<file path="config.mk">
export PLATFORM = sky130hd
export DESIGN_NAME = mcyc_datapath
export DESIGN_NICKNAME = d
export VERILOG_FILES = /design/src/rtl/mcyc_pkg.sv /design/src/rtl/mcyc_regfile.sv /design/src/rtl/mcyc_alu.sv /design/src/rtl/mcyc_pc_unit.sv /design/src/rtl/mcyc_datapath.sv
export SDC_FILE = /design/constraint.sdc
export NUM_CORES = 2
export LEC_CHECK = 0
export ABC_CLOCK_PERIOD_IN_PS = 11200
export BUFFER_PORTS_ARGS = -buffer_cell sky130_fd_sc_hd__buf_2
export CAP_MARGIN = 10
export CORE_UTILIZATION = 55
export CTS_CLUSTER_DIAMETER = 80
export DETAILED_ROUTE_END_ITERATION = 8
export PLACE_DENSITY = 0.72
export SLEW_MARGIN = 10
export SYNTH_ARGS = -nofsm -noshare
export SYNTH_HDL_FRONTEND = slang
export SYNTH_SLANG_ARGS = --single-unit
</file>
<file path="constraint.sdc">
create_clock -name clk -period 11.2 [get_ports clk]
set_clock_uncertainty 0.15 [all_clocks]
set_input_delay 0.56 -clock clk [delete_from_list [all_inputs] [get_ports clk]]
set_output_delay 0.56 -clock clk [all_outputs]
set_load 0.02 [all_outputs]
</file>
<file path="src/rtl/mcyc_pkg.sv">
package mcyc_pkg;

    localparam int WORD_W = 32;
    localparam int IMM_W  = 16;
    localparam int PC_STEP = 4;
    localparam int BR_SHIFT = 2;

    typedef logic [WORD_W-1:0] word_t;

    typedef enum logic [2:0] {
        ALU_ADD = 3'd0,
        ALU_SUB = 3'd1,
        ALU_AND = 3'd2,
        ALU_OR  = 3'd3,
        ALU_SLT = 3'd4
    } alu_op_e;

    typedef struct packed {
        logic [5:0] opcode;
        logic [4:0] rs;
        logic [4:0] rt;
        logic [4:0] rd;
        logic [4:0] shamt;
        logic [5:0] funct;
    } instr_t;

    function automatic word_t imm_sign(input logic [IMM_W-1:0] v);
        return {{(WORD_W-IMM_W){v[IMM_W-1]}}, v};
    endfunction

    function automatic word_t imm_zero(input logic [IMM_W-1:0] v);
        return {{(WORD_W-IMM_W){1'b0}}, v};
    endfunction

endpackage

</file>
<file path="src/rtl/mcyc_regfile.sv">
module mcyc_regfile #(
    parameter int NREGS = 32,
    parameter int W     = 32,
    localparam int AW   = $clog2(NREGS)
) (
    input  logic          clk,
    input  logic          we,
    input  logic [AW-1:0] waddr,
    input  logic [W-1:0]  wdata,
    input  logic [AW-1:0] ra1,
    output logic [W-1:0]  rd1,
    input  logic [AW-1:0] ra2,
    output logic [W-1:0]  rd2
);

    logic [W-1:0] regs [NREGS];

    always_ff @(posedge clk) begin
        if (we && (waddr != '0)) begin
            regs[waddr] <= wdata;
        end
    end

    assign rd1 = (ra1 == '0) ? '0 : regs[ra1];
    assign rd2 = (ra2 == '0) ? '0 : regs[ra2];

endmodule

</file>
<file path="src/rtl/mcyc_alu.sv">
module mcyc_alu
    import mcyc_pkg::*;
#(
    parameter int W = WORD_W
) (
    input  logic [W-1:0] a,
    input  logic [W-1:0] b,
    input  alu_op_e      op,
    output logic [W-1:0] y,
    output logic         zero
);

    always_comb begin
        unique case (op)
            ALU_SUB: y = a - b;
            ALU_AND: y = a & b;
            ALU_OR:  y = a | b;
            ALU_SLT: y = {{(W-1){1'b0}}, ($signed(a) < $signed(b))};
            default: y = a + b;
        endcase
    end

    assign zero = (y == '0);

endmodule

</file>
<file path="src/rtl/mcyc_pc_unit.sv">
module mcyc_pc_unit
    import mcyc_pkg::*;
(
    input  logic             clk,
    input  logic             rst,
    input  logic             pc_load,
    input  logic             take,
    input  logic [IMM_W-1:0] offset,
    output word_t            pc
);

    word_t pc_q;
    word_t seq_pc;
    word_t br_pc;

    assign seq_pc = pc_q + word_t'(PC_STEP);
    assign br_pc  = seq_pc + (imm_sign(offset) << BR_SHIFT);

    always_ff @(posedge clk) begin
        if (rst) begin
            pc_q <= '0;
        end else if (pc_load) begin
            pc_q <= take ? br_pc : seq_pc;
        end
    end

    assign pc = pc_q;

endmodule

</file>
<file path="src/rtl/mcyc_datapath.sv">
module mcyc_datapath
    import mcyc_pkg::*;
#(
    parameter int NREGS = 32,
    localparam int AW   = $clog2(NREGS)
) (
    input  logic        clk,
    input  logic        rst,
    output logic [31:0] imem_addr,
    input  logic [31:0] imem_rdata,
    output logic [31:0] dmem_addr,
    output logic [31:0] dmem_wdata,
    output logic        dmem_we,
    input  logic [31:0] dmem_rdata,
    input  logic        ir_load,
    input  logic        ab_load,
    input  logic [2:0]  alu_op,
    input  logic        alu_b_imm,
    input  logic        imm_zext,
    input  logic        res_load,
    input  logic        mdr_load,
    input  logic        mem_write,
    input  logic        wb_sel_mem,
    input  logic        dst_sel_rd,
    input  logic        reg_write,
    input  logic        pc_load,
    input  logic        pc_take_branch,
    output logic [5:0]  opcode,
    output logic [5:0]  funct,
    output logic        zero_flag
);

    instr_t ir_q;
    word_t  a_q, b_q, res_q, mdr_q;
    word_t  rf_a, rf_b, alu_b, alu_y, wb_data;
    word_t  imm_ext;
    logic [IMM_W-1:0] imm16;
    logic [AW-1:0]    wb_addr;

    assign imm16   = ir_q[IMM_W-1:0];
    assign imm_ext = imm_zext ? imm_zero(imm16) : imm_sign(imm16);
    assign alu_b   = alu_b_imm ? imm_ext : b_q;
    assign wb_data = wb_sel_mem ? mdr_q : res_q;
    assign wb_addr = dst_sel_rd ? ir_q.rd[AW-1:0] : ir_q.rt[AW-1:0];

    mcyc_regfile #(.NREGS(NREGS), .W(WORD_W)) u_rf (
        .clk   (clk),
        .we    (reg_write),
        .waddr (wb_addr),
        .wdata (wb_data),
        .ra1   (ir_q.rs[AW-1:0]),
        .rd1   (rf_a),
        .ra2   (ir_q.rt[AW-1:0]),
        .rd2   (rf_b)
    );

    mcyc_alu #(.W(WORD_W)) u_alu (
        .a    (a_q),
        .b    (alu_b),
        .op   (alu_op_e'(alu_op)),
        .y    (alu_y),
        .zero (zero_flag)
    );

    mcyc_pc_unit u_pc (
        .clk     (clk),
        .rst     (rst),
        .pc_load (pc_load),
        .take    (pc_take_branch),
        .offset  (imm16),
        .pc      (imem_addr)
    );

    always_ff @(posedge clk) begin
        if (rst) begin
            ir_q  <= '0;
            a_q   <= '0;
            b_q   <= '0;
            res_q <= '0;
            mdr_q <= '0;
        end else begin
            if (ir_load)  ir_q  <= instr_t'(imem_rdata);
            if (ab_load)  a_q   <= rf_a;
            if (ab_load)  b_q   <= rf_b;
            if (res_load) res_q <= alu_y;
            if (mdr_load) mdr_q <= dmem_rdata;
        end
    end

    assign dmem_addr  = res_q;
    assign dmem_wdata = b_q;
    assign dmem_we    = mem_write;
    assign opcode     = ir_q.opcode;
    assign funct      = ir_q.funct;

endmodule

</file>
# [Word level (Yosys, flattened, before mapping)]
# Memory sizes are Yosys's and may differ from the RTL's. A register that Yosys moved wholly into a read port is not among the register bits.
# Index checks and enable logic that the tools add are counted.
[totals] elab_cells=42 reg_bits=192 mem_bits_rw=1024 n_memories=1 input_bits=81 out_inout_bits=110
[classes] add_sub_neg=4 magnitude_cmp=1 n_mux=14 n_reduce_logical=5 eq_ne=4 n_bitwise=2
[memory_table] name="u_rf.regs" words=32 width=32 read_ports=2 rd_clocked_by_memory_dff=2 write_ports=1 line="mcyc_regfile.sv:16" rtl="logic [W-1:0] regs [NREGS];"
[op_table] op="32-bit 2-to-1 mux" n=6
[op_table] op="32-bit case mux with 4 select lines" n=1
[op_table] op="32-bit adder" n=2
[op_table] op="32-bit by 3-bit adder with 32-bit output (second input constant)" n=1
[op_table] op="32-bit AND" n=1
[op_table] op="32-bit zero test" n=1
[op_table] op="32-bit < comparator" n=1
[op_table] op="32-bit OR" n=1
[op_table] op="32-bit subtractor" n=1
[op_table] op="5-bit 2-to-1 mux" n=5
[op_table] op="5-bit zero test" n=2
[op_table] op="3-bit by 2-bit == test with 1-bit output (second input constant)" n=2
[op_table] op="5-bit nonzero test" n=1
[op_table] op="3-bit by 1-bit == test with 1-bit output (second input constant)" n=1
[op_table] op="3-bit == test (second input constant)" n=1
[op_table] op="1-bit 2-to-1 mux" n=2
[op_table] op="1-bit logical AND" n=1

# [Longest topological paths before layout]
[logic_depth] word_depth=5 mapped_depth=20 mapped_depth_nobuf=19

# [Cells and area by module]
# A second synthesis with hierarchy kept.
[unflattened] hier_cells=4499 hier_area_um2=63542.2
[by_module_without_submodules] module="mcyc_regfile" instances=1 seq_area_each_um2=30749.5 cells_each=2564 area_per_inst_um2=47929.7
[by_module_without_submodules] module="mcyc_datapath" instances=1 seq_area_each_um2=3203.1 cells_each=625 area_per_inst_um2=6713.9
[by_module_without_submodules] module="mcyc_alu" instances=1 seq_area_each_um2=0.0 cells_each=805 area_per_inst_um2=5243.8
[by_module_without_submodules] module="mcyc_pc_unit" instances=1 seq_area_each_um2=600.6 cells_each=505 area_per_inst_um2=3654.8

# [Worst setup path before layout]
# Ideal clock, no wire load.
[synth_path] path_kind="register to output" startpoint="reg ir_q, in the netlist imm16[15]" endpoint="out zero_flag" path_stages_with_launch=20 n_path_buf=3 required_time_ns=10.490 slack_ns=6.002 t_arrival_ns=4.488 path_cell_list="dfxtp_1 clkbuf_1 inv_1 o21ai_1 clkbuf_1 o21a_1 inv_1 ha_1 clkbuf_1 inv_1 nand2_1 nor4_1 nand4_1 or3_1 a31oi_1 o221ai_1 a221oi_1 nor4bb_1 nand4_1 nor2_1"
[synth_between] elab_chain_cells=5 word_cells_on_any_way=9 cone_classes="add/sub (2); order compare (1); mux (3); bitwise (2); reduce/logical (1)"
[synth_lines] element="from (decl)" line="mcyc_datapath.sv:33" rtl="instr_t ir_q;"
[synth_lines] element="from (signal assigned)" line="mcyc_datapath.sv:82" rtl="if (ir_load) ir_q <= instr_t'(imem_rdata);"
[synth_lines] element="32-bit 2-to-1 mux *" line="mcyc_datapath.sv:41" rtl="assign imm_ext = imm_zext ? imm_zero(imm16) : imm_sign(imm16);"
[synth_lines] element="32-bit 2-to-1 mux *" line="mcyc_datapath.sv:42" rtl="assign alu_b = alu_b_imm ? imm_ext : b_q;"
[synth_lines] element="32-bit adder, or another cell as far along" line="mcyc_alu.sv:19" rtl="default: y = a + b;"
[synth_lines] element="32-bit case mux with 4 select lines *" line="mcyc_alu.sv:14" rtl="unique case (op)"
[synth_lines] element="32-bit zero test *" line="mcyc_alu.sv:23" rtl="assign zero = (y == '0);"
[synth_lines] element="to (decl)" line="mcyc_datapath.sv:30" rtl="output logic zero_flag"
# Mark *: on every way between the ends. The rest lies on a longest branch, timed or not.

# [Worst setup path in the final report]
# Same ends and word-level chain as after synthesis.

==> reports/qor.csv <==
stage;metric;value;unit
route;viasPerCell;6.94;
clock_network;clock_latency;0.73;ns
setup_path;crit_type;reg2out;
placed_design;place_inst;5395;
die;die-area;114000;sq um
route;ant_nets;0;
sta;setup_viol_count_final;0;
sta;drv_slew;0;
final_layout;syn_to_final_growth;12.0;%
synth;netlist_area;61700;sq um
synth;yosys-top-cells-area;edfxtp_1 50%, mux4_2 23%, dfxtp_1 6.5%, mux2i_1 2.7%, ha_1 2.6%;
run;maxCapViolCount;0;
synth;synth.largest_area_cell;edfxtp_1;
final_layout;nets;4298;
setup_path;crit_chain;inv_1, o21ai_1, buf_4, o21a_1, inv_1, ha_1, inv_1, nor2_1, nor4_1, nand4_1, or3_1, a31oi_1, o221ai_1, a221oi_1, nor4bb_1, nand4_1, nor2_1, buf_2;
clock_network;clock_path_buffers;3;
placed_design;place.gp.congestion;0.954;
synth;synth_top_flop_cell;edfxtp_1;
synth;synth_seq_cells;1224;
global_route;grt_pass1_vias;38176;
synth;yosysUniqueCellTypes;87;
setup_path;cp.arrival;6.33;ns
route;dr.pass1.iters;6;
placed_design;hpwl;106;mm
route;wl_per_cell;32.5;um
sta;hold_violations;0;
sta;slew_headroom;18.0;%
setup_path;cp_max_fo;21;
clock_network;htree_levels;3;
setup_path;crit_slowest_cell;dfxtp_1;
sta;tightest_slew;1.22;ns
clock_network;cts_tree;yes;
route;drt_iter0_markers;5683;
global_route;grt_start_max_net_pins;130;
sta;max_freq;0.142;GHz
final_layout;layout.cells.non_filler;5688;
synth;yosysSeqAreaShare;56.3;%
setup_path;cp-end-kind;output pin;
die;ios;191;
die;std_cell_rows;122;
global_route;antenna_found_initial;9;
worst_hold_path;hp-class;in2reg;
clock_network;clkTransAtPathRegs;0.06;ns
die;die_w;337;um
global_route;grt_first_pass_wirelength;265;mm
route;drc;0;
die;floorplan.initialDensity;55.6;%
setup_path;path_common_cell;inv_1;
sta;min_period_over_period;62.8;%
run_status;status;complete, no violations;
clock_network;cts_inserted_buffers;120;
route;vias;39500;
synth;synth_top_area_share;49.8;%
final_layout;num-fill-cells;7872;
setup_path;cp-start-kind;register;
sta;rsz0062_at_grt;false;
power;p_per_area;158;nW/um^2
synth;ys_warn_count;0;
setup_path;max_stage_delay;1.00;ns
route;drt-total-wl;185;mm
clock_network;root_buffer;clkbuf_16;
die;coreArea;111000;sq um
die;die_y;337;um
setup_path;worst_ep_required_time;10.49;ns
placed_design;io_buffer_count;186;
synth;synth_async_sr_flop_share;0;%
sta;period_minus_slack;7.04;ns
clock_network;cts.sinks;1224;
synth;netlist_instances;3902;
power;leakagePower;23.1;nW
synth;synth_edf_count;1024;
synth;syn_area_per_cell;15.8;sq um
setup_path;cp_top_family;simple AND/OR/NAND/NOR gates;
power;irDropWorstVdd;0.128;mV
sta;tns;0;ns
final_layout;drive_gt1_share;28.3;%
clock_network;cts_resized;0;
global_route;grt_usage;32.6;%
setup_path;critical_path_buf_inv_count;5;
global_route;grt_remaining_overflow;0;
## worst paths after layout
| kind | end | slack [ns] | from | cells past startpoint |
|---|---|---|---|---|
| max | zero_flag | 4.16 | imm16[15]$_SDFFE_PP0P_ | 18 |
| min | register | 0.04 | imem_rdata[24] | 3 |
| max reg2reg | dmem_addr[28]$_SDFFE_PP0P_ | 5.97 | imm16[15]$_SDFFE_PP0P_ | 15 |
| min reg2reg | mdr_q[22]$_SDFFE_PP0P_ | 0.34 | mdr_q[22]$_SDFFE_PP0P_ | 2 |
## placed cells by master, fill, tap and decap left out, types with 12 or more instances in the layout
cell type,n
nor3_1,26
mux2_2,35
mux4_2,640
dfxtp_1,190
nor2_4,27
buf_2,185
nand4_1,12
o21bai_1,12
clkinv_2,22
inv_1,114
edfxtp_1,1024
bufinv_16,19
clkbuf_16,123
a21oi_1,188
a31oi_1,19
nor2b_1,13
xor2_1,19
a211oi_1,45
a21o_1,37
nor4_1,13
and3_1,16
dlygate4sd3_1,59
nor2_1,344
a221oi_1,14
o31ai_1,15
o21a_1,30
nand2b_1,21
nand3_1,40
conb_1,34
clkinv_1,26
o21ai_0,81
mux2i_1,169
clkbuf_1,25
ha_1,126
buf_4,66
nand2_1,103
xnor2_1,38
o211ai_1,12
## registers in the layout, indices dropped and copies added, names as in the netlist, named ones only
register and flops:
u_rf.regs 1024, a_q 32, dmem_addr 32, dmem_wdata 32
mdr_q 32, u_pc.pc 30, imm16 10, ir_q 10
funct 6, opcode 6
## per-layer routing
| metal | up-vias | wire length, um | track usage [%] |
|---|---|---|---|
| met5 | - | 7 | 0 |
| met1 | 20216 | 66600 | 43.8 |
| met4 | 2 | 7840 | 13.3 |
| li1 | 16163 | - | - |
| met3 | 438 | 22600 | 7.61 |
| met2 | 2681 | 88100 | 51.7 |
## power breakdown
part	switching, mW	internal, mW	total [mW]
clock	1.78	2.45	4.23
sequential	0.119	5.06	5.18
combinational	0.878	0.601	1.48
## per-stage QoR
step | setup WS, ns | total power [mW] | area, sq um | hold slack (ns) | utilization [%]
2_1_floorplan | 6.00 | 6.23 | 61900 | 0.304 | -
6_report | 4.16 | 10.9 | 69100 | 0.0424 | 62.3
3_5_place_dp | 4.42 | 6.70 | 64400 | 0.330 | 58.1
4_1_cts | 4.17 | 10.9 | 69100 | 0.00522 | 62.3
5_1_grt | 3.91 | 11.2 | 69100 | 0.0423 | 62.3
3_3_place_gp | 4.31 | 6.68 | 64400 | 0.318 | 58.1
## tightest hold or removal path: cells and delay by family
family / cells / cell delay, ns
AND/OR/NAND/NOR: 1 / 0.14
buffers and inverters: 1 / 0.09
multiplexers: 1 / 0.06
## repair_timing
item | CTS | global route
hold endpoints to repair | 64 | 0
hold buffers | 59 | 0
buffers inserted | 0 | 0
## logic make-up after synthesis
| family | count (synthesis) | share of synthesized area (%) |
|---|---|---|
| AOI/OAI and AO/OA | 576 | 6.17 |
| and+or+nand+nor | 668 | 4.77 |
| other | 1 | 0.00607 |
| DFF | 1224 | 56.3 |
| muxes | 844 | 26.7 |
| adders and majority gates | 129 | 2.65 |
| xor gates and xnor gates | 59 | 0.849 |
| buffers and inverters | 401 | 2.55 |
## final cells by class
cell class / count / area [sq um] / area share, %
well taps: 1488 / 1860 / 2.69
multi-input cells: 2310 / 25800 / 37.3
repair buffers: 316 / 2120 / 3.07
flip-flops and latches: 1224 / 34800 / 50.3
clock inverters: 81 / 936 / 1.35
clock buffers: 148 / 3170 / 4.59
diodes: 5 / 12.5 / 0.0181
inverters: 116 / 435 / 0.630
## cell usage after synthesis, types with 15 or more instances
cell type	n
a21oi_1	188
mux4_2	640
a21o_1	37
nand3_1	40
dfxtp_1	200
a211oi_1	45
inv_1	114
o21ai_0	83
edfxtp_1	1024
nor2_1	371
nand2b_1	21
a31oi_1	19
buf_4	16
mux2_2	35
ha_1	126
clkbuf_1	175
nand2_1	103
o21a_1	30
xnor2_1	38
xor2_1	20
buf_1	87
nor3_1	28
o31ai_1	15
and3_1	16
mux2i_1	169
(Power assumes the default switching activity.)
